[src/rtl/uart_rx_irq_pkg.sv]
package uart_rx_irq_pkg;
  localparam int DATA_W    = 8;
  localparam int ADDR_W    = 3;
  localparam int OFS_RBUF  = 0;
  localparam int OFS_EN    = 1;
  localparam int OFS_ID    = 2;
  localparam int RX_EN_BIT = 0;

  typedef struct packed {
    logic rd_buf;
    logic rd_en;
    logic rd_id;
    logic wr_en;
  } reg_access_t;
endpackage

[src/rtl/uart_rx_buffer.sv]
module uart_rx_buffer #(
  parameter int DATA_W = 8
) (
  input  logic              clk,
  input  logic              rst_n,
  input  logic              in_valid,
  input  logic [DATA_W-1:0] in_data,
  input  logic              take,
  input  logic              ovr_clear,
  output logic [DATA_W-1:0] buf_data,
  output logic              pending,
  output logic              overrun
);
  logic ovr_set;
  assign ovr_set = in_valid && pending && !take;

  always_ff @(posedge clk) begin
    if (!rst_n) begin
      buf_data <= '0;
      pending  <= 1'b0;
      overrun  <= 1'b0;
    end else begin
      if (in_valid) buf_data <= in_data;
      if (in_valid)  pending <= 1'b1;
      else if (take) pending <= 1'b0;
      if (ovr_set)        overrun <= 1'b1;
      else if (ovr_clear) overrun <= 1'b0;
    end
  end

  AST_ARRIVAL_PENDS: assert property (@(posedge clk) disable iff (!rst_n)
    in_valid |=> (pending && buf_data == $past(in_data)));
  AST_TAKE_CLEARS: assert property (@(posedge clk) disable iff (!rst_n)
    (take && !in_valid) |=> !pending);
  AST_OVERRUN_SET: assert property (@(posedge clk) disable iff (!rst_n)
    (in_valid && pending && !take) |=> overrun);
  AST_COLLIDE_NO_OVR: assert property (@(posedge clk) disable iff (!rst_n)
    (in_valid && take && !overrun) |=> (pending && !overrun));
  AST_OVR_CLEAR: assert property (@(posedge clk) disable iff (!rst_n)
    (ovr_clear && !(in_valid && pending && !take)) |=> !overrun);
endmodule

[src/rtl/uart_rx_enable_reg.sv]
module uart_rx_enable_reg #(
  parameter int DATA_W = 8
) (
  input  logic              clk,
  input  logic              rst_n,
  input  logic              wr,
  input  logic [DATA_W-1:0] wdata,
  output logic [DATA_W-1:0] en_q
);
  always_ff @(posedge clk) begin
    if (!rst_n)  en_q <= '0;
    else if (wr) en_q <= wdata;
  end

  AST_EN_HOLDS: assert property (@(posedge clk) disable iff (!rst_n)
    !wr |=> $stable(en_q));
endmodule

[src/rtl/uart_rx_read_mux.sv]
module uart_rx_read_mux
  import uart_rx_irq_pkg::*;
#(
  parameter int DW = 8,
  parameter int AW = 3
) (
  input  logic          clk,
  input  logic          rst_n,
  input  logic          rd,
  input  logic [AW-1:0] addr,
  input  logic [DW-1:0] buf_data,
  input  logic [DW-1:0] en_q,
  input  logic          irq_act,
  input  logic          overrun,
  output logic [DW-1:0] rdata
);
  logic [DW-1:0] id_val;
  logic [DW-1:0] sel;

  always_comb begin
    id_val    = '0;
    id_val[0] = !irq_act;
    id_val[1] = overrun;
  end

  always_comb begin
    case (addr)
      AW'(OFS_RBUF): sel = buf_data;
      AW'(OFS_EN):   sel = en_q;
      AW'(OFS_ID):   sel = id_val;
      default:       sel = '0;
    endcase
  end

  always_ff @(posedge clk) begin
    if (!rst_n)  rdata <= '0;
    else if (rd) rdata <= sel;
  end

  AST_UNMAPPED_ZERO: assert property (@(posedge clk) disable iff (!rst_n)
    (rd && addr > AW'(OFS_ID)) |=> rdata == '0);
  AST_RDATA_HOLD: assert property (@(posedge clk) disable iff (!rst_n)
    !rd |=> $stable(rdata));
endmodule

[src/rtl/uart_rx_irq.sv]
module uart_rx_irq
  import uart_rx_irq_pkg::*;
(
  input  logic              clk,
  input  logic              rst_n,
  input  logic              rx_valid,
  input  logic [DATA_W-1:0] rx_data,
  input  logic              reg_rd,
  input  logic              reg_wr,
  input  logic [ADDR_W-1:0] reg_addr,
  input  logic [DATA_W-1:0] reg_wdata,
  output logic [DATA_W-1:0] reg_rdata,
  output logic              irq
);
  reg_access_t acc;
  logic [DATA_W-1:0] buf_data;
  logic [DATA_W-1:0] en_q;
  logic pending;
  logic overrun;

  always_comb begin
    acc.rd_buf = reg_rd && reg_addr == ADDR_W'(OFS_RBUF);
    acc.rd_en  = reg_rd && reg_addr == ADDR_W'(OFS_EN);
    acc.rd_id  = reg_rd && reg_addr == ADDR_W'(OFS_ID);
    acc.wr_en  = reg_wr && reg_addr == ADDR_W'(OFS_EN);
  end

  uart_rx_buffer #(.DATA_W(DATA_W)) u_buf (
    .clk(clk), .rst_n(rst_n), .in_valid(rx_valid), .in_data(rx_data),
    .take(acc.rd_buf), .ovr_clear(acc.rd_id),
    .buf_data(buf_data), .pending(pending), .overrun(overrun)
  );

  uart_rx_enable_reg #(.DATA_W(DATA_W)) u_en (
    .clk(clk), .rst_n(rst_n), .wr(acc.wr_en), .wdata(reg_wdata), .en_q(en_q)
  );

  assign irq = pending && en_q[RX_EN_BIT];

  uart_rx_read_mux #(.DW(DATA_W), .AW(ADDR_W)) u_mux (
    .clk(clk), .rst_n(rst_n), .rd(reg_rd), .addr(reg_addr),
    .buf_data(buf_data), .en_q(en_q), .irq_act(irq), .overrun(overrun),
    .rdata(reg_rdata)
  );

  AST_DISABLE_DROPS: assert property (@(posedge clk) disable iff (!rst_n)
    (acc.wr_en && !reg_wdata[RX_EN_BIT]) |=> !irq);
  AST_READ_DROPS: assert property (@(posedge clk) disable iff (!rst_n)
    (acc.rd_buf && !rx_valid) |=> !irq);
  AST_ARRIVE_RAISES: assert property (@(posedge clk) disable iff (!rst_n)
    (rx_valid && en_q[RX_EN_BIT] && !acc.wr_en) |=> irq);
  AST_ENABLE_RAISES: assert property (@(posedge clk) disable iff (!rst_n)
    (acc.wr_en && reg_wdata[RX_EN_BIT] && pending && !acc.rd_buf) |=> irq);
endmodule

[config.mk]
export PLATFORM = sky130hd
export DESIGN_NAME = uart_rx_irq
export DESIGN_NICKNAME = d
export VERILOG_FILES = /design/src/rtl/uart_rx_irq_pkg.sv /design/src/rtl/uart_rx_buffer.sv /design/src/rtl/uart_rx_enable_reg.sv /design/src/rtl/uart_rx_read_mux.sv /design/src/rtl/uart_rx_irq.sv
export SDC_FILE = /design/constraint.sdc
export NUM_CORES = 1
export LEC_CHECK = 0
export ABC_AREA = 1
export BUFFER_PORTS_ARGS = -buffer_cell sky130_fd_sc_hd__buf_2
export CORE_MARGIN = 1.5
export CORE_UTILIZATION = 49
export CTS_CLUSTER_DIAMETER = 150
export DETAILED_ROUTE_END_ITERATION = 10
export GPL_ROUTABILITY_DRIVEN = 0
export PLACE_DENSITY = 0.79
export SETUP_SLACK_MARGIN = 0.05
export SLEW_MARGIN = 30
export SYNTH_ARGS = -nofsm -noshare
export SYNTH_HDL_FRONTEND = slang
export SYNTH_SLANG_ARGS = --single-unit
[constraint.sdc]
create_clock -name clk -period 1.1 [get_ports clk]
set_clock_uncertainty 0.15 [all_clocks]
set_input_delay 0.11 -clock clk [delete_from_list [all_inputs] [get_ports clk]]
set_output_delay 0.11 -clock clk [all_outputs]
set_load 0.02 [all_outputs]
# --- After elaboration in Yosys (flattened, before gate mapping) ---
# Cells that the tools add are included.
totals:
  output_inout_bits: 9
  romBits: 0
  word_cells: 23
  mem_count: 0
  latchBits: 0
  regBits: 26
  ramBits: 0
  input_bits: 24
classes:
  mul: 0
  n_lt_le_gt_ge: 0
  reduce_logical: 11
  n_eq_ne: 2
  n_addsub: 0
  mux: 5
  n_div: 0
  n_bitwise: 0
  n_shift: 0
ops:
  columns: ["op", "n"]
  rows:
  - ["8-bit case mux with 3 select lines", 1]
  - ["1-bit logical AND", 6]
  - ["1-bit 2-to-1 mux", 4]
  - ["2-bit nonzero test", 2]
  - ["3-bit by 1-bit equality test with 1-bit output (second input constant)", 1]
  - ["3-bit by 2-bit equality test with 1-bit output (second input constant)", 1]
  - ["3-bit zero test", 1]
  - ["1-bit zero test", 2]

# --- Longest topological paths before layout ---
# Gate-level depths: netlist of run 1.
logic_depth:
  depth_word: 5
  mapped_depth: 6
  depth_no_buf: 5

# --- By module ---
# From an unflattened synthesis of run 1, not the netlist that was laid out.
hier_totals:
  hier_cells: 175
  hier_area_um2: 1227.4
by_module_without_submodules:
  columns: ["mod", "n_inst", "area_per_inst_um2", "seq_area_each_um2", "cells_each"]
  rows:
  - ["uart_rx_read_mux", 1, 437.9, 160.2, 67]
  - ["uart_rx_buffer", 1, 381.6, 200.2, 44]
  - ["uart_rx_enable_reg", 1, 356.6, 160.2, 51]
  - ["uart_rx_irq", 1, 51.3, 0.0, 13]

# --- Worst setup path before layout of run 1 ---
# OpenSTA, ideal clock, no wires.
synth_path:
  path_kind: "input to register"
  startpoint: "in reg_addr[2]"
  endpoint: "reg u_en.en_q[6]"
  path_stages: 5
  setup_ns: 0.119
  setup_slack_ns: 0.128
  required_ns: 0.831
  arrival_ns: 0.703
  n_path_buf: 1
  cell_sequence: "nor2_4 -> nand3_4 -> buf_6 -> o21ai_0 -> a21oi_1"
synth_between:
  elab_chain_cells: 2
synth_rtl:
  columns: ["element", "line_no", "source"]
  rows:
  - ["from (decl)", "uart_rx_irq.sv:10", "input logic [ADDR_W-1:0] reg_addr,"]
  - ["3-bit by 1-bit equality test with 1-bit output", "uart_rx_irq.sv:25", "acc.wr_en = reg_wr && reg_addr == ADDR_W'(OFS_EN);"]
  - ["1-bit logical AND", "uart_rx_irq.sv:25", null]
  - ["to (signal assigned)", "uart_rx_enable_reg.sv:12", "else if (wr) en_q <= wdata;"]
  - ["to (decl)", "uart_rx_enable_reg.sv:8", "output logic [DATA_W-1:0] en_q"]
# Every way passes these cells.
# A chain may end at the register's enable or synchronous reset.

# --- Final worst setup path of run 1 ---
layout_path:
  startpoint: "reg u_buf.pending"
  endpoint: "out irq"
layout_between:
  elab_chain_cells: 1
layout_rtl:
  columns: ["element", "line_no", "source"]
  rows:
  - ["from (decl)", "uart_rx_buffer.sv:11", "output logic pending,"]
  - ["from (signal assigned)", "uart_rx_buffer.sv:20", "pending <= 1'b0;"]
  - ["from (signal assigned)", "uart_rx_buffer.sv:24", "if (in_valid) pending <= 1'b1;"]
  - ["from (signal assigned)", "uart_rx_buffer.sv:25", "else if (take) pending <= 1'b0;"]
  - ["1-bit logical AND", "uart_rx_irq.sv:38", "assign irq = pending && en_q[RX_EN_BIT];"]
  - ["to (decl)", "uart_rx_irq.sv:13", "output logic irq"]
# Every way passes these cells.

==> summary.md, run 1 <==
| Metric | Value |
|---|---|
| Die area | 2510 um^2 |
| All-layer global routing usage | 0.258 |
| DRT iter0 DRCs | 21 |
| FMAX | 842 MHz |
| Syn Area/Cell | 7.71 um^2 |
| EDFF count, synth | 0 |
| CP Max Fanout | 2 |
| Hold_ws | -0.0502 ns |
| CTS root buffer | clkbuf_4 |
| Critical path type | flop to primary output |
| Synthesized net count | 165 |
| Dpl cell area | 1290 um^2 |
| P&R area growth vs syn | 53.2% |
| Period Utilization, post-route | 1.08 |
| Initial antenna violation count | 0 |
| MaxCap Viol Count | 0 |
| Clk buf depth | 2 |
| Hold WC Path Type | input pin to flop |
| Top-count cell post-synth | dfxtp_1 |
| Global-route wire length before repair | 4890 um |
| VDD IR max | 1.21 mV |
| Pwr Density | 1170 nW/um^2 |
| YS warnings | 0 |
| Number of hold buffers added after CTS | 19 |
| Hold Violations, Final | 8 |
| Count of cell types in the netlist | 17 |
| I/O pins | 33 |
| Clock Latency Late Sink | 0.33 ns |
| Slew headroom | 0.808 |
| Drt first pass iters | 4 |
| RSZ-0062 raised after global routing | true |
| Tot Pwr | 1.95 mW |
| Critical path launch point type | flop |
| Cells after DPL | 199 |
| Dpl ws | -0.0846 ns |
| Final Slew Violations | 0 |
| Leak Pwr | 0.699 nW |
| Mapped Area | 1090 um^2 |
| Average vias per placed instance | 5.20 |
| TritonCTS Sinks | 26 |
| Port Buffers | 32 |
| # nets final | 225 |
| Cells after Synth | 141 |
| Num CTS Buffers | 3 |
| # H-tree levels | 1 |
| Worst EP required | 0.84 ns |
| Drc violations | 0 |
| Starting Density | 0.538 |
| Final Cell Area | 1670 um^2 |
| ANT nets after route | 0 |
| CTS tree | done |
| Post-synth top cells | 26 x dfxtp_1, 24 x a21oi_1, 19 x nand2_1 |
| Crit path capture type | primary output |
| Finished Layout Cells | 227 |
| Setup TNS | -0.162 ns |
| Final worst path period need | 1.19 ns |
| Most common flop cell mapped by yosys | dfxtp_1 |
| Die height | 50.1 um |
| Core Rows | 16 |
| Die width | 50.1 um |
| Setup ws final | -0.0878 ns |
| Total Routed Length | 2980 um |
| Synth area leaders | dfxtp_1 48%, a21oi_1 11%, nand3_1 7.8% |
| Area share of the largest cell type after synthesis | 0.479 |
| Total number of vias | 1180 |
| Wire per inst | 13.1 um |
| Largest net degree at the start of global routing | 17 |
| N_diodes | 0 |
| Core ar. | 2020 um^2 |
| Layout cells sized above 1 | 0.330 |
| Slew @ Worst Pin | 0.286 ns |
| Failing checks | negative hold slack, negative setup slack |
| Status | finished with violations |
| Vias in the first global route | 1173 |
| Hpwl dp | 1800 um |
| Synth Register Bits | 26 |
| Finished Core Util | 0.824 |
| Final Setup Violations | 2 |
| Crit path DAT | 0.93 ns |
| Yosys top cell by area | dfxtp_1 |
| Total grt overflow | 0 |
| Post-synthesis sequential area ratio | 0.479 |
| Clock slew at reported path FFs | 0.15 ns |
| Async SR Flop Fraction | 0 |
-- final cells by class --
type                       instances  area (um^2)
tap                               27         33.8
clock buffer                       3         22.5
timing repair buffer              61          510
fill                             136          357
inverter                          19         71.3
sequential                        26          533
clock inverter                     1         30.0
multi-input combinational         90          464
-- registers in the layout (all words and copies together), names as in the netlist --
signal,flops
u_buf.buf_data,8
u_buf.pending,1
u_mux.rdata,8
u_en.en_q,8
u_buf.overrun,1
-- repair_timing --
| item | CTS | global route |
|---|---|---|
| resized for setup | 30 | 5 |
| hold endpoints to repair | 25 | 8 |
| pin swaps | 3 | 2 |
| setup buffers | 3 | 2 |
| endpoints found under the setup margin | 9 | 10 |
-- worst paths after layout --
check | slack (ns) | from | cells after the start | end
max | -0.09 | u_buf.pending | 3 | irq
min reg2reg | 0.31 | u_en.en_q[6] | 2 | u_en.en_q[6]
min | -0.05 | reg_rd | 3 | u_mux.rdata[0]
max reg2reg | -0.07 | u_buf.pending | 7 | u_mux.rdata[0]
-- logic make-up after synthesis --
kind of cell           after synthesis  synth area share
buffers and inverters               25             0.112
DFF                                 26             0.479
and+or+nand+nor                     44             0.198
AOI/OAI and AO/OA                   46             0.212
-- worst max-delay path, cell delays in order (launching register included) --
cell and delay, ns:
dfxtp_2 0.37, nand2_2 0.06, inv_2 0.05, buf_6 0.10
-- layout by cell type, fill, tap and decap left out, drive strengths merged --
cell,count
a21oi,24
buf,42
bufinv,1
clkbuf,3
clkinv,1
dfxtp,26
dlygate4sd3,19
inv,18
nand2,20
nand3,18
nor2,6
o21ai,22
-- routing by layer --
layer	up-vias	GRT usage	wire length [um]
met5	-	0	0
met4	0	0.106	59
met3	7	0.0333	84
met2	33	0.509	1680
met1	554	0.266	1150
li1	586	-	-
-- power by group --
part | internal, mW | total [mW] | switching [mW]
logic | 0.147 | 0.287 | 0.139
clock network | 0.369 | 0.662 | 0.293
registers | 0.984 | 1.00 | 0.0204
total | 1.50 | 1.95 | 0.453
No activity file was read; power rests on OpenSTA's default activity.
==> inputs of run 2 (changes only) <==
--- a/config.mk
+++ b/config.mk
@@ -5,14 +5,14 @@
 export SDC_FILE = /design/constraint.sdc
 export NUM_CORES = 1
 export LEC_CHECK = 0
-export ABC_AREA = 1
+export ABC_AREA = 0
 export BUFFER_PORTS_ARGS = -buffer_cell sky130_fd_sc_hd__buf_2
 export CORE_MARGIN = 1.5
 export CORE_UTILIZATION = 49
 export CTS_CLUSTER_DIAMETER = 150
 export DETAILED_ROUTE_END_ITERATION = 10
 export GPL_ROUTABILITY_DRIVEN = 0
-export PLACE_DENSITY = 0.79
+export PLACE_DENSITY = 0.78
 export SETUP_SLACK_MARGIN = 0.05
 export SLEW_MARGIN = 30
 export SYNTH_ARGS = -nofsm -noshare
==> run 2 against run 1 <==
- global-route usage is 4.5 points lower
- utilization decreased by 2.6 points
- cell area is 2.2% lower
- sequential share of layout area increased by 0.79 points
- maximum frequency rose by 0.41%
- the flow finishes with violations (negative setup slack)
- via count is 23% lower
- power shrank 16%
- synthesized area up 1.4%
- first-iteration DRC count down 76%
- combinational power decreased by 7.0%
- critical path type unchanged
- register-to-register slack gained 0.04 ns
==> summary.md, run 2 <==
| Metric | Value |
|---|---|
| Status | finished with violations |
| Failing checks | negative setup slack |
| Critical path type | flop to primary output |
| R2r setup slk | -0.03 ns (+0.04 ns) |
| Dpl ws | -0.204 ns (-0.119 ns) |
| Drt first pass iters | 4 (unchanged) |
| ANT nets after route | 0 (unchanged) |
| WHS Endpoint | u_buf.overrun |
| Yosys top cell by area | dfxtp_1 |
| Area share of the largest cell type after synthesis | 0.472 (-0.00652) |
| CTS tree | done |
| Crit path DAT | 0.92 ns (about the same) |
| P&R area growth vs syn | 47.8% |
| Cells after DPL | 162 (-19%) |
| Die height | 50.4 um (+0.65%) |
| Core Rows | 16 (unchanged) |
| Finished Layout Cells | 183 (-19%) |
| Layout cells sized above 1 | 0.397 (+0.0674) |
| Starting Density | 0.540 (+0.00208) |
| EDFF count, synth | 0 (unchanged) |
| Port Buffers | 32 (unchanged) |
| Setup ws final | -0.0829 ns (+0.00485 ns) |
| Global-route wire length before repair | 4170 um (-15%) |
| Synthesized net count | 125 (-24%) |
| Total grt overflow | 0 (unchanged) |
| Top-count cell post-synth | dfxtp_1 |
| Vias in the first global route | 928 (-21%) |
| Clk buf depth | 2 (unchanged) |
| RSZ-0062 raised after global routing | true |
| R2R Path End | u_mux.rdata[0] |
| Die width | 50.4 um (+0.65%) |
| Tot Pwr | 1.64 mW (-16%) |
| Final worst path period need | 1.18 ns (-0.00485 ns) |
| Hold Violations, Final | 0 (-8) |
| Most frequent cells in the layout | 23 x buf_2, 22 x mux2i_1, 17 x dlygate4sd3_1 |
| YS warnings | 0 (unchanged) |
| Synth area leaders | dfxtp_1 47%, mux2i_1 21%, nor2b_1 9.1% |
| Drc violations | 0 (unchanged) |
| DRT iter0 DRCs | 5 (-76%) |
| Wire per inst | 13.6 um (+3.4%) |
| CP Max Fanout | 2 (unchanged) |
| Period Utilization, post-route | 1.08 (-0.00441) |
| Post-synth top cells | 26 x dfxtp_1, 23 x mux2i_1, 16 x nor2b_1 |
| FMAX | 845 MHz (+0.41%) |
| Clock slew at reported path FFs | 0.12 ns (-0.03 ns) |
| Die area | 2540 um^2 (+1.3%) |
| Slew headroom | 0.808 (about the same) |
| Critical path launch point type | flop |
| Slew @ Worst Pin | 0.288 ns (+0.00213 ns) |
| Top flop regs | u_buf.buf_data: 8 flops, u_en.en_q: 8 flops, u_mux.rdata: 8 flops |
| Leak Pwr | 0.687 nW (-1.7%) |
| Critical Path Slowest Stage Cell | dfxtp_2 |
| # H-tree levels | 1 (unchanged) |
| Core ar. | 2040 um^2 (+0.99%) |
| RR Startpoint | u_en.en_q[0] |
| Commonest non-fill, non-tap cell in the layout | buf_2 |
| Total number of vias | 912 (-23%) |
| VDD IR max | 0.650 mV (-46%) |
| # nets final | 182 (-19%) |
| Worst EP required | 0.84 ns (about the same) |
| MaxCap Viol Count | 0 (unchanged) |
| Worst Hold Launch | reg_addr[2] |
| TritonCTS Sinks | 26 (unchanged) |
| Synth Register Bits | 26 (unchanged) |
| FF-to-FF path depth | 4 (-3) |
| Syn Area/Cell | 10.9 um^2 (+42%) |
| CP Cell Sequence | and2_4 -> buf_6 |
| I/O pins | 33 (unchanged) |
| Average vias per placed instance | 4.98 (-4.1%) |
| Most common flop cell mapped by yosys | dfxtp_1 |
| Final Slew Violations | 0 (unchanged) |
| Count of cell types in the netlist | 22 (+5) |
| Async SR Flop Fraction | 0 (unchanged) |
| Post-synthesis sequential area ratio | 0.472 (-0.00652) |
| N_diodes | 0 (unchanged) |
| Cells after Synth | 101 (-28%) |
| Final Setup Violations | 2 (unchanged) |
| Hold WC Path Type | input pin to flop |
| Pwr Density | 1000 nW/um^2 (-14%) |
| Initial antenna violation count | 0 (unchanged) |
| Hold path cells | 3 (unchanged) |
| Largest net degree at the start of global routing | 14 (-3) |
| All-layer global routing usage | 0.213 (-0.0453) |
| CTS root buffer | clkbuf_4 |
| Total Routed Length | 2480 um (-17%) |
| Clock Latency Late Sink | 0.30 ns (-0.03 ns) |
| Hpwl dp | 1660 um (-8.0%) |
| Crit path capture type | primary output |
| Critical Path Max Stage Delay | 0.34 ns (-0.03 ns) |
| Num CTS Buffers | 3 (unchanged) |
| Mapped Area | 1100 um^2 (+1.4%) |
## run 2: changes by cell type after synthesis, sizes merged, moves of 6 or more
cell     change
nand2       -20
mux2i       +23
nor2b       +16
o2bb2ai      +6
nand3       -18
o21ai       -22
a21oi       -24
inv         -17
nor2         -6
and2         +7
## run 2: where the power goes
| group | total (mW) | internal, mW | leakage (nW) | switching [mW] |
|---|---|---|---|---|
| logic | 0.267 | 0.159 | 0.456 | 0.108 |
| registers | 0.993 | 0.975 | 0.217 | 0.0178 |
| clock network | 0.377 | 0.128 | 0.0138 | 0.249 |
## run 2: cells by family after synthesis
logic type | share of synthesized area
compound gates | 0.110
buf+inv | 0.0352
flops | 0.472
mux | 0.209
simple gates | 0.174
## run 2: per-stage QoR
| step | setup TNS [ns] | util | instance area, um^2 | hold WS, ns |
|---|---|---|---|---|
| after floorplan | -0.213 | - | 1120 | 0.129 |
| after global placement | -1.90 | 0.657 | 1340 | 0.213 |
| after detailed placement | -2.27 | 0.657 | 1340 | 0.225 |
| after CTS | -0.108 | 0.789 | 1610 | 0.0254 |
| after global routing | -0.211 | 0.798 | 1630 | 0.0396 |
| final | -0.110 | 0.798 | 1630 | 0.0365 |
## run 2: cell type report
type,count,area [um^2]
Multi-Input combinational cell,66,569
Timing Repair Buffer,59,462
Clock buffer,3,22.5
Inverter,2,7.51
Fill cell,145,413
Sequential cell,26,534
Tap cell,27,33.8
## run 2: worst max path at each step
stage | startpoint | end | depth (start not counted)
after floorplan | reg_addr[1] | u_buf.overrun | 4
after global placement | reg_addr[1] | u_mux.rdata[6] | 5
after detailed placement | reg_addr[1] | u_mux.rdata[5] | 5
after CTS | u_en.en_q[0] | irq | 2
after global routing | u_en.en_q[0] | irq | 2
final | u_en.en_q[0] | irq | 2
## run 2: per-layer routing
| metal | routed length, um | vias up | share of wire | GRT usage |
|---|---|---|---|---|
| met1 | 1140 | 425 | 0.46 | 0.272 |
| li1 | - | 468 | - | - |
| met2 | 1260 | 19 | 0.51 | 0.377 |
| met4 | 0 | 0 | 0 | 0.0405 |
| met5 | 0 | - | 0 | 0 |
| met3 | 91 | 0 | 0.037 | 0.0387 |
## run 2: what timing repair did
item                       in CTS  in global routing
resized for setup              29                  3
setup endpoints to repair      11                 11
hold endpoints to repair       18                  0
pin swaps                       3                  3
buffers inserted                1                  0
hold buffers                   17                  0
## run 2: critical path: cells and delay by family (launching register included)
| family | cells | cell delay, ns |
|---|---|---|
| flip-flops | 1 | 0.34 |
| AND/OR/NAND/NOR | 1 | 0.16 |
| buffers and inverters | 1 | 0.12 |
